===== src/rtl/omega_pkg.sv =====
package omega_pkg;
  // one-bit left rotation of a port index: the shuffle between stages
  function automatic int rotl_idx(input int p, input int bits);
    int msk;
    msk = (1 << bits) - 1;
    return ((p << 1) | (p >> (bits - 1))) & msk;
  endfunction
endpackage


===== src/rtl/omega_sw2.sv =====
module omega_sw2 #(
  parameter int MSG_W   = 35,
  parameter int BIT_POS = 34
) (
  input  logic                  clk_i,
  input  logic                  rst_ni,
  input  logic [1:0]            in_valid_i,
  input  logic [1:0][MSG_W-1:0] in_data_i,
  output logic [1:0]            in_ready_o,
  output logic [1:0]            out_valid_o,
  output logic [1:0][MSG_W-1:0] out_data_o,
  input  logic [1:0]            out_ready_i
);
  logic [1:0]            v_q, prio_q, out_free, both, sel, load, want;
  logic [1:0][1:0]       req;
  logic [1:0][MSG_W-1:0] d_q;

  assign want[0] = in_data_i[0][BIT_POS];
  assign want[1] = in_data_i[1][BIT_POS];
  assign out_free = ~v_q | out_ready_i;

  always_comb begin
    for (int o = 0; o < 2; o++) begin
      req[o][0] = in_valid_i[0] && (want[0] == 1'(o));
      req[o][1] = in_valid_i[1] && (want[1] == 1'(o));
      both[o]   = &req[o];
      sel[o]    = both[o] ? prio_q[o] : req[o][1];
      load[o]   = out_free[o] && (|req[o]);
    end
    for (int i = 0; i < 2; i++)
      in_ready_o[i] = out_free[want[i]] &&
                      !(both[want[i]] && (prio_q[want[i]] != 1'(i)));
  end

  always_ff @(posedge clk_i or negedge rst_ni) begin
    if (!rst_ni) begin
      v_q    <= '0;
      d_q    <= '0;
      prio_q <= '0;
    end else begin
      for (int o = 0; o < 2; o++) begin
        if (load[o]) begin
          v_q[o] <= 1'b1;
          d_q[o] <= in_data_i[sel[o]];
          if (both[o]) prio_q[o] <= ~sel[o];
        end else if (out_ready_i[o]) begin
          v_q[o] <= 1'b0;
        end
      end
    end
  end

  assign out_valid_o = v_q;
  assign out_data_o  = d_q;
endmodule


===== src/rtl/omega_stage.sv =====
module omega_stage #(
  parameter int N_PORTS = 8,
  parameter int MSG_W   = 35,
  parameter int BIT_POS = 34
) (
  input  logic                        clk_i,
  input  logic                        rst_ni,
  input  logic [N_PORTS-1:0]          in_valid_i,
  input  logic [N_PORTS-1:0][MSG_W-1:0] in_data_i,
  output logic [N_PORTS-1:0]          in_ready_o,
  output logic [N_PORTS-1:0]          out_valid_o,
  output logic [N_PORTS-1:0][MSG_W-1:0] out_data_o,
  input  logic [N_PORTS-1:0]          out_ready_i
);
  localparam int N_SW = N_PORTS / 2;

  for (genvar k = 0; k < N_SW; k++) begin : g_sw
    omega_sw2 #(.MSG_W(MSG_W), .BIT_POS(BIT_POS)) u_sw (
      .clk_i      (clk_i),
      .rst_ni     (rst_ni),
      .in_valid_i (in_valid_i[2*k+1:2*k]),
      .in_data_i  (in_data_i[2*k+1:2*k]),
      .in_ready_o (in_ready_o[2*k+1:2*k]),
      .out_valid_o(out_valid_o[2*k+1:2*k]),
      .out_data_o (out_data_o[2*k+1:2*k]),
      .out_ready_i(out_ready_i[2*k+1:2*k])
    );
  end
endmodule


===== src/rtl/omega_net.sv =====
module omega_net #(
  parameter int PORT_BITS = 3,
  parameter int PAYLOAD_W = 32,
  localparam int N_PORTS  = 1 << PORT_BITS,
  localparam int MSG_W    = PORT_BITS + PAYLOAD_W
) (
  input  logic                          clk_i,
  input  logic                          rst_ni,
  input  logic [N_PORTS-1:0]            req_valid_i,
  input  logic [N_PORTS-1:0][MSG_W-1:0] req_data_i,
  output logic [N_PORTS-1:0]            req_ready_o,
  output logic [N_PORTS-1:0]            mem_valid_o,
  output logic [N_PORTS-1:0][MSG_W-1:0] mem_data_o,
  input  logic [N_PORTS-1:0]            mem_ready_i
);
  logic [N_PORTS-1:0]            st_in_v  [PORT_BITS];
  logic [N_PORTS-1:0][MSG_W-1:0] st_in_d  [PORT_BITS];
  logic [N_PORTS-1:0]            st_in_r  [PORT_BITS];
  logic [N_PORTS-1:0]            st_out_v [PORT_BITS];
  logic [N_PORTS-1:0][MSG_W-1:0] st_out_d [PORT_BITS];
  logic [N_PORTS-1:0]            st_out_r [PORT_BITS];

  for (genvar s = 0; s < PORT_BITS; s++) begin : g_stage
    // stage s steers on destination bit PORT_BITS-1-s (msb first)
    omega_stage #(
      .N_PORTS(N_PORTS), .MSG_W(MSG_W), .BIT_POS(MSG_W - 1 - s)
    ) u_stage (
      .clk_i      (clk_i),
      .rst_ni     (rst_ni),
      .in_valid_i (st_in_v[s]),
      .in_data_i  (st_in_d[s]),
      .in_ready_o (st_in_r[s]),
      .out_valid_o(st_out_v[s]),
      .out_data_o (st_out_d[s]),
      .out_ready_i(st_out_r[s])
    );

    for (genvar p = 0; p < N_PORTS; p++) begin : g_shuf
      localparam int Q = omega_pkg::rotl_idx(p, PORT_BITS);
      if (s == 0) begin : g_head
        assign st_in_v[0][Q]  = req_valid_i[p];
        assign st_in_d[0][Q]  = req_data_i[p];
        assign req_ready_o[p] = st_in_r[0][Q];
      end else begin : g_link
        assign st_in_v[s][Q]    = st_out_v[s-1][p];
        assign st_in_d[s][Q]    = st_out_d[s-1][p];
        assign st_out_r[s-1][p] = st_in_r[s][Q];
      end
    end
  end

  assign mem_valid_o           = st_out_v[PORT_BITS-1];
  assign mem_data_o            = st_out_d[PORT_BITS-1];
  assign st_out_r[PORT_BITS-1] = mem_ready_i;
endmodule


===== config.mk =====
export PLATFORM = sky130hd
export DESIGN_NAME = omega_net
export DESIGN_NICKNAME = d
export VERILOG_FILES = /design/src/rtl/omega_pkg.sv /design/src/rtl/omega_sw2.sv /design/src/rtl/omega_stage.sv /design/src/rtl/omega_net.sv
export SDC_FILE = /design/constraint.sdc
export NUM_CORES = 2
export LEC_CHECK = 0
export BUFFER_PORTS_ARGS = -buffer_cell sky130_fd_sc_hd__buf_4
export CELL_PAD_IN_SITES_DETAIL_PLACEMENT = 2
export CELL_PAD_IN_SITES_GLOBAL_PLACEMENT = 2
export CORE_ASPECT_RATIO = 0.75
export CORE_MARGIN = 2
export CORE_UTILIZATION = 30
export DETAILED_ROUTE_END_ITERATION = 12
export PLACE_DENSITY = 0.62
export SYNTH_ARGS = -nofsm -noshare
export SYNTH_HDL_FRONTEND = slang
export SYNTH_SLANG_ARGS = --single-unit

===== constraint.sdc =====
create_clock -name clk_i -period 3.6 [get_ports clk_i]
set_input_delay 0.72 -clock clk_i [delete_from_list [all_inputs] [get_ports clk_i]]
set_output_delay 0.72 -clock clk_i [all_outputs]
set_load 0.01 [all_outputs]

-- Word level (Yosys, flattened, before mapping)
Index checks and enable logic that the tools add are counted.
- flip-flop bits (word level): 888
- input bits: 298
- magnitude comparators: 48
- mux-type cells: 264
- bitwise operators: 84
- reduce and logical (&&, ||, !) cells: 240
- operators with widths (operator ; count):
    35-bit 2-to-1 mux ; 48
    1-bit 2-to-1 mux ; 216
    1-bit logical AND ; 120
    1-bit by 2-bit less-than comparator with 1-bit output, second input constant ; 48
    3-bit AND reduction ; 24
    1-bit NOT ; 60
    2-bit AND reduction ; 24
    2-bit nonzero test ; 24
    2-bit OR reduction ; 24
    1-bit zero test ; 24
    2-bit NOT ; 12
    2-bit OR ; 12

-- Depth between registers and ports, before layout
- depth after elaboration: 16
- mapped depth: 8

-- Hierarchy
A second synthesis with hierarchy kept.
- cell total of the unflattened synthesis: 4860
- area total of the unflattened synthesis: 41855.1 um^2
- modules (own cells, without submodules) (module ; times used ; cells an instance ; area each (um^2) ; seq. area each (um^2)):
    omega_sw2 at g_stage[1].u_stage.g_sw[0].u_sw ... ; 4 ; 405 ; 3504.6 ; 1851.8
    omega_sw2 at g_stage[2].u_stage.g_sw[0].u_sw ... ; 4 ; 405 ; 3489.6 ; 1851.8
    omega_sw2 at g_stage[0].u_stage.g_sw[0].u_sw ... ; 4 ; 405 ; 3469.6 ; 1851.8

-- Worst setup path before layout
No wires, ideal clock.
- path kind: in2out
- from: input port mem_ready_i[0]
- to: output port req_ready_o[3]
- data arrival time: 2090 ps
- path slack: 790 ps
- stages: 6
- path buffers: 1
- path through: nand2b_1 > o22ai_1 > o41ai_4 > a31o_2 > buf_2 > a22o_1
- cells in the longest elaborated chain, start to end: 12
- ends and longest elaborated chain (what ; line ; source):
    start, declared ; omega_net.sv:14 ; input logic [N_PORTS-1:0] mem_ready_i
    2-bit OR ; omega_sw2.sv:20 ; assign out_free = ~v_q | out_ready_i;
    1-bit 2-to-1 mux (implied by the code) (2 in series) ; omega_sw2.sv:31 ; in_ready_o[i] = out_free[want[i]] &&
    1-bit logical AND ; omega_sw2.sv:31 ;
    2-bit OR ; omega_sw2.sv:20 ;
    1-bit 2-to-1 mux (implied by the code) (2 in series) ; omega_sw2.sv:31 ;
    1-bit logical AND ; omega_sw2.sv:31 ;
    2-bit OR ; omega_sw2.sv:20 ;
    1-bit 2-to-1 mux (implied by the code) (2 in series) ; omega_sw2.sv:31 ;
    1-bit logical AND ; omega_sw2.sv:31 ;
    end, declared ; omega_net.sv:11 ; output logic [N_PORTS-1:0] req_ready_o,
No other way between the ends. The select of a mux whose other input is x is not followed.

-- Worst setup path in the final report
- from: register g_stage[1].u_stage.g_sw[1].u_sw.d_q, in the netlist g_stage[1].u_stage.g_sw[1].u_sw.out_data_o[32]
- to: output port req_ready_o[6]
- cells in the longest elaborated chain, start to end: 16
- ends and longest elaborated chain (what ; line ; source):
    start, declared ; omega_sw2.sv:16 ; logic [1:0][MSG_W-1:0] d_q;
    start signal, assigned by index ; omega_sw2.sv:44 ; d_q[o] <= in_data_i[sel[o]];
    1-bit NOT ; omega_sw2.sv:24 ; req[o][0] = in_valid_i[0] && (want[0] == 1'(o));
    1-bit logical AND ; omega_sw2.sv:24 ;
    2-bit AND reduction ; omega_sw2.sv:26 ; both[o] = &req[o];
    1-bit 2-to-1 mux (implied by the code) (2 in series) ; omega_sw2.sv:32 ; !(both[want[i]] && (prio_q[want[i]] != 1'(i)));
    1-bit logical AND ; omega_sw2.sv:32 ;
    1-bit zero test ; omega_sw2.sv:32 ;
    1-bit logical AND * ; omega_sw2.sv:31 ;
    2-bit OR * ; omega_sw2.sv:20 ;
    1-bit 2-to-1 mux (implied by the code) * (2 in series) ; omega_sw2.sv:31 ;
    1-bit logical AND * ; omega_sw2.sv:31 ;
    2-bit OR * ; omega_sw2.sv:20 ;
    1-bit 2-to-1 mux (implied by the code) * (2 in series) ; omega_sw2.sv:31 ;
    1-bit logical AND * ; omega_sw2.sv:31 ;
Every way passes the cells marked *; elsewhere a longest branch is shown, timed or not. The select of a mux whose other input is x is not followed.

==> results.py <==
metrics = {
    "outcome": {
        "status": "finished, final reports clean",
    },
    "clocking": {
        "clk_pin_slew_ps": 60,
        "cts_tree": "built",
        "htree_levels": 3,
        "clock-sinks": 888,
        "clkLatencyLatePin_ps": 720,
        "clk_path_buf_depth": 3,
        "cts-root-buf": "clkbuf_16",
        "cts_buffers": 102,
    },
    "logic_synthesis": {
        "ys.flop_type": "dfrtp_1",
        "yosysUniqueCellTypes": 51,
        "synth_seq_cells": 888,
        "yosysSeqAreaShare_pct": 50.9,
        "syn-num-nets": 4240,
        "avgSynthCellArea_sq_um": 11.1,
        "synth-async-reset-ratio_pct": 100,
        "synth_edf_count": 0,
        "yosys_warnings": 0,
        "syn_inst": 3942,
        "syn_area_sq_um": 43700,
    },
    "critical_path": {
        "worstSetupPathType": "reg -> out",
        "cp_top_family": "compound AO/OA/AOI/OAI gates",
        "crit_arrival_ps": 2800,
        "cpMaxStageDelayCell": "dfrtp_1",
        "cp.depth": 6,
        "crit_start": "g_stage[1].u_stage.g_sw[1].u_sw.out_data_o[32]",
        "worstPathRequired_ps": 2880,
        "end_kind": "output pin",
        "crit_buf_inv": 1,
        "r2r-start": "g_stage[0].u_stage.g_sw[0].u_sw.out_data_o[33]",
        "rrSetupSlack_ps": 840,
        "r2r_end": "g_stage[1].u_stage.g_sw[0].u_sw.out_data_o[53]",
        "cp_max_fo": 8,
        "cpPeakStageDelay_ps": 460,
        "cp_cell_sequence": "or3b_1 > a21oi_4 > o41ai_4 > a31o_1 > a22o_1 > buf_4",
        "start_kind": "register",
        "crit_end": "req_ready_o[6]",
        "ff2ff_path_depth": 6,
    },
    "run": {
        "cap_violations": 0,
    },
    "grt": {
        "grt_max_degree": 104,
        "antenna_found_initial": 21,
        "grt_pass1_vias": 37700,
        "grt_pass1_wl_um": 284000,
        "grt.overflow.total": 0,
        "grt.total_usage_pct": 26.3,
    },
    "sta": {
        "worstMarginPinSlew_ps": 1300,
        "slew_headroom_pct": 13.1,
        "fmax_mhz": 284,
        "skew_ps": 18.9,
        "timing.final.hold_violations": 0,
        "slew_viol_final": 0,
        "timing.final.crit_share_pct": 97.8,
        "fin_setup_tns_ps": 0,
        "rsz0062_at_grt": "false",
        "setup_viol": 0,
        "fin_crit_ps": 3520,
    },
    "layout": {
        "finalNonFillerCells": 6437,
        "final_nets": 4735,
        "layout_common_cells": "888 x dfrtp_1, 738 x buf_4, 684 x mux2i_1",
        "fillCellCount": 15200,
        "area_delta_synth_final_pct": 24.6,
        "multi_input_area_sq_um": 20300,
        "drive_above_1_share_pct": 25.0,
        "register_area_sq_um": 22200,
        "final_common_cell": "dfrtp_1",
    },
    "floorplan": {
        "die_area_sq_um": 149000,
        "die_w_um": 445,
        "core-area_sq_um": 145000,
        "floorplan.rows": 121,
        "die_h_um": 334,
        "ioPinCount": 594,
        "start_util_pct": 30.1,
    },
    "detailed_routing": {
        "drcViolationCount": 0,
        "ant_nets": 0,
        "wire_per_inst_um": 31.1,
        "vias": 36200,
        "wl_um": 200000,
        "first_iter_violations": 3288,
        "drt_pass1_iterations": 7,
        "routed_via_density": 5.63,
    },
    "place": {
        "place.gp.congestion": 0.905,
        "hpwl_um": 151000,
        "dp_cells": 6237,
        "portBuffers": 593,
    },
    "power_and_ir_drop": {
        "peakVddDrop_mv": 0.692,
        "p_leak_nw": 22.9,
        "power.density_nw_per_um2": 1130,
    },
    "hold_path": {
        "hp-class": "in -> reg",
    },
}
worst register-to-register path: cells and delay by family, from the launching register on:
family / cells / cell delay (ps)
buf+inv: 1 / 360
mux: 2 / 720
simple gates: 3 / 1120
flops: 1 / 430
where the power goes:
part | total, mW | switching (mW) | leakage (nW) | internal, mW
Clock | 11.0 | 4.55 | 1.72 | 6.44
Combinational | 30.3 | 18.4 | 11.4 | 11.8
Sequential | 20.0 | 5.26 | 9.72 | 14.8
Total | 61.3 | 28.2 | 22.9 | 33.1
kinds of logic after synthesis:
family,synth area share [%]
AO/OA/AOI/OAI,16.1
multiplexers,22.7
flip-flops,50.9
AND/OR/NAND/NOR,6.28
buffers and inverters,3.72
XOR/XNOR,0.321
per-stage QoR:
step	utilization (%)	power, mW	area, sq um	hold slack (ps)	setup slack (ps)
finish	37.6	61.3	54400	342	80.3
global route	37.6	64.7	54400	332	10.6
CTS	37.5	61.6	54400	297	3.61
detailed placement	35.1	50.1	50900	457	378
global placement	35.1	49.3	50900	460	392
floorplan	-	35.9	43700	424	790
worst min path at each step:
stage | start | endpoint | slack, ps | cells after the start
3_3_place_gp | g_stage[2].u_stage.g_sw[3].u_sw.out_data_o[67] | g_stage[2].u_stage.g_sw[3].u_sw.out_data_o[67] | 460 | 1
4_1_cts | req_data_i[156] | g_stage[0].u_stage.g_sw[0].u_sw.out_data_o[51] | 300 | 3
3_5_place_dp | g_stage[2].u_stage.g_sw[1].u_sw.out_data_o[67] | g_stage[2].u_stage.g_sw[1].u_sw.out_data_o[67] | 460 | 1
6_report | req_data_i[154] | g_stage[0].u_stage.g_sw[0].u_sw.out_data_o[49] | 340 | 3
5_1_grt | req_data_i[152] | g_stage[0].u_stage.g_sw[0].u_sw.out_data_o[47] | 330 | 3
2_1_floorplan | rst_ni | g_stage[0].u_stage.g_sw[0].u_sw.out_data_o[0] | 420 | 0
state kept, by name (all words and copies together), names as in the netlist:
register                               flops
g_stage.u_stage.g_sw.u_sw.out_valid_o     24
g_stage.u_stage.g_sw.u_sw.out_data_o     840
g_stage.u_stage.g_sw.u_sw.prio_q          24
cell type report:
class	instances	share of cell area [%]
clock inverters	37	0.793
clock buffers	154	5.57
flip-flops and latches	888	40.8
repair buffers	761	11.0
well taps	1906	4.38
diodes	7	0.0322
multi-input cells	2670	37.3
inverters	14	0.0966
cells in the mapped netlist, types with 5 or more instances:
library cell,instances,area share [%]
a21boi_1,6,0.10
a21o_1,12,0.21
a21oi_1,284,3.3
a21oi_2,7,0.14
a221oi_1,264,5.3
a22o_1,10,0.20
a31oi_1,278,4.0
a32o_1,6,0.14
a41oi_1,8,0.16
and2_1,8,0.11
buf_1,25,0.21
buf_2,118,1.4
clkbuf_1,220,1.9
dfrtp_1,888,51
inv_1,14,0.12
mux2_1,141,3.6
mux2_2,131,3.4
mux2i_1,684,16
nand2_1,191,1.6
nand2b_1,20,0.29
nand3_1,30,0.34
nand4_1,8,0.11
nor2_1,304,2.6
nor2b_1,36,0.52
nor3_1,14,0.16
o21ai_0,76,0.87
o21ai_1,66,0.76
o21bai_1,8,0.14
o31a_1,9,0.18
o31ai_2,5,0.14
or2_1,8,0.11
or3_1,5,0.072
xnor2_1,12,0.24
what timing repair did:
item,4_1_cts,5_1_grt
pin swaps,1,0
setup endpoints to repair,5,6
gates resized for setup,4,4
hold endpoints to repair,26,0
buffers inserted,1,0
hold buffers,1,0
layer usage:
layer / share of wire [%] / GRT usage (%) / up-vias
li1: - / - / 15700
met1: 46 / 37.7 / 19300
met2: 46 / 41.7 / 1072
met3: 5.6 / 4.03 / 194
met4: 2.3 / 5.78 / 2
met5: 0.010 / 0 / -
(Power assumes the default switching activity.)
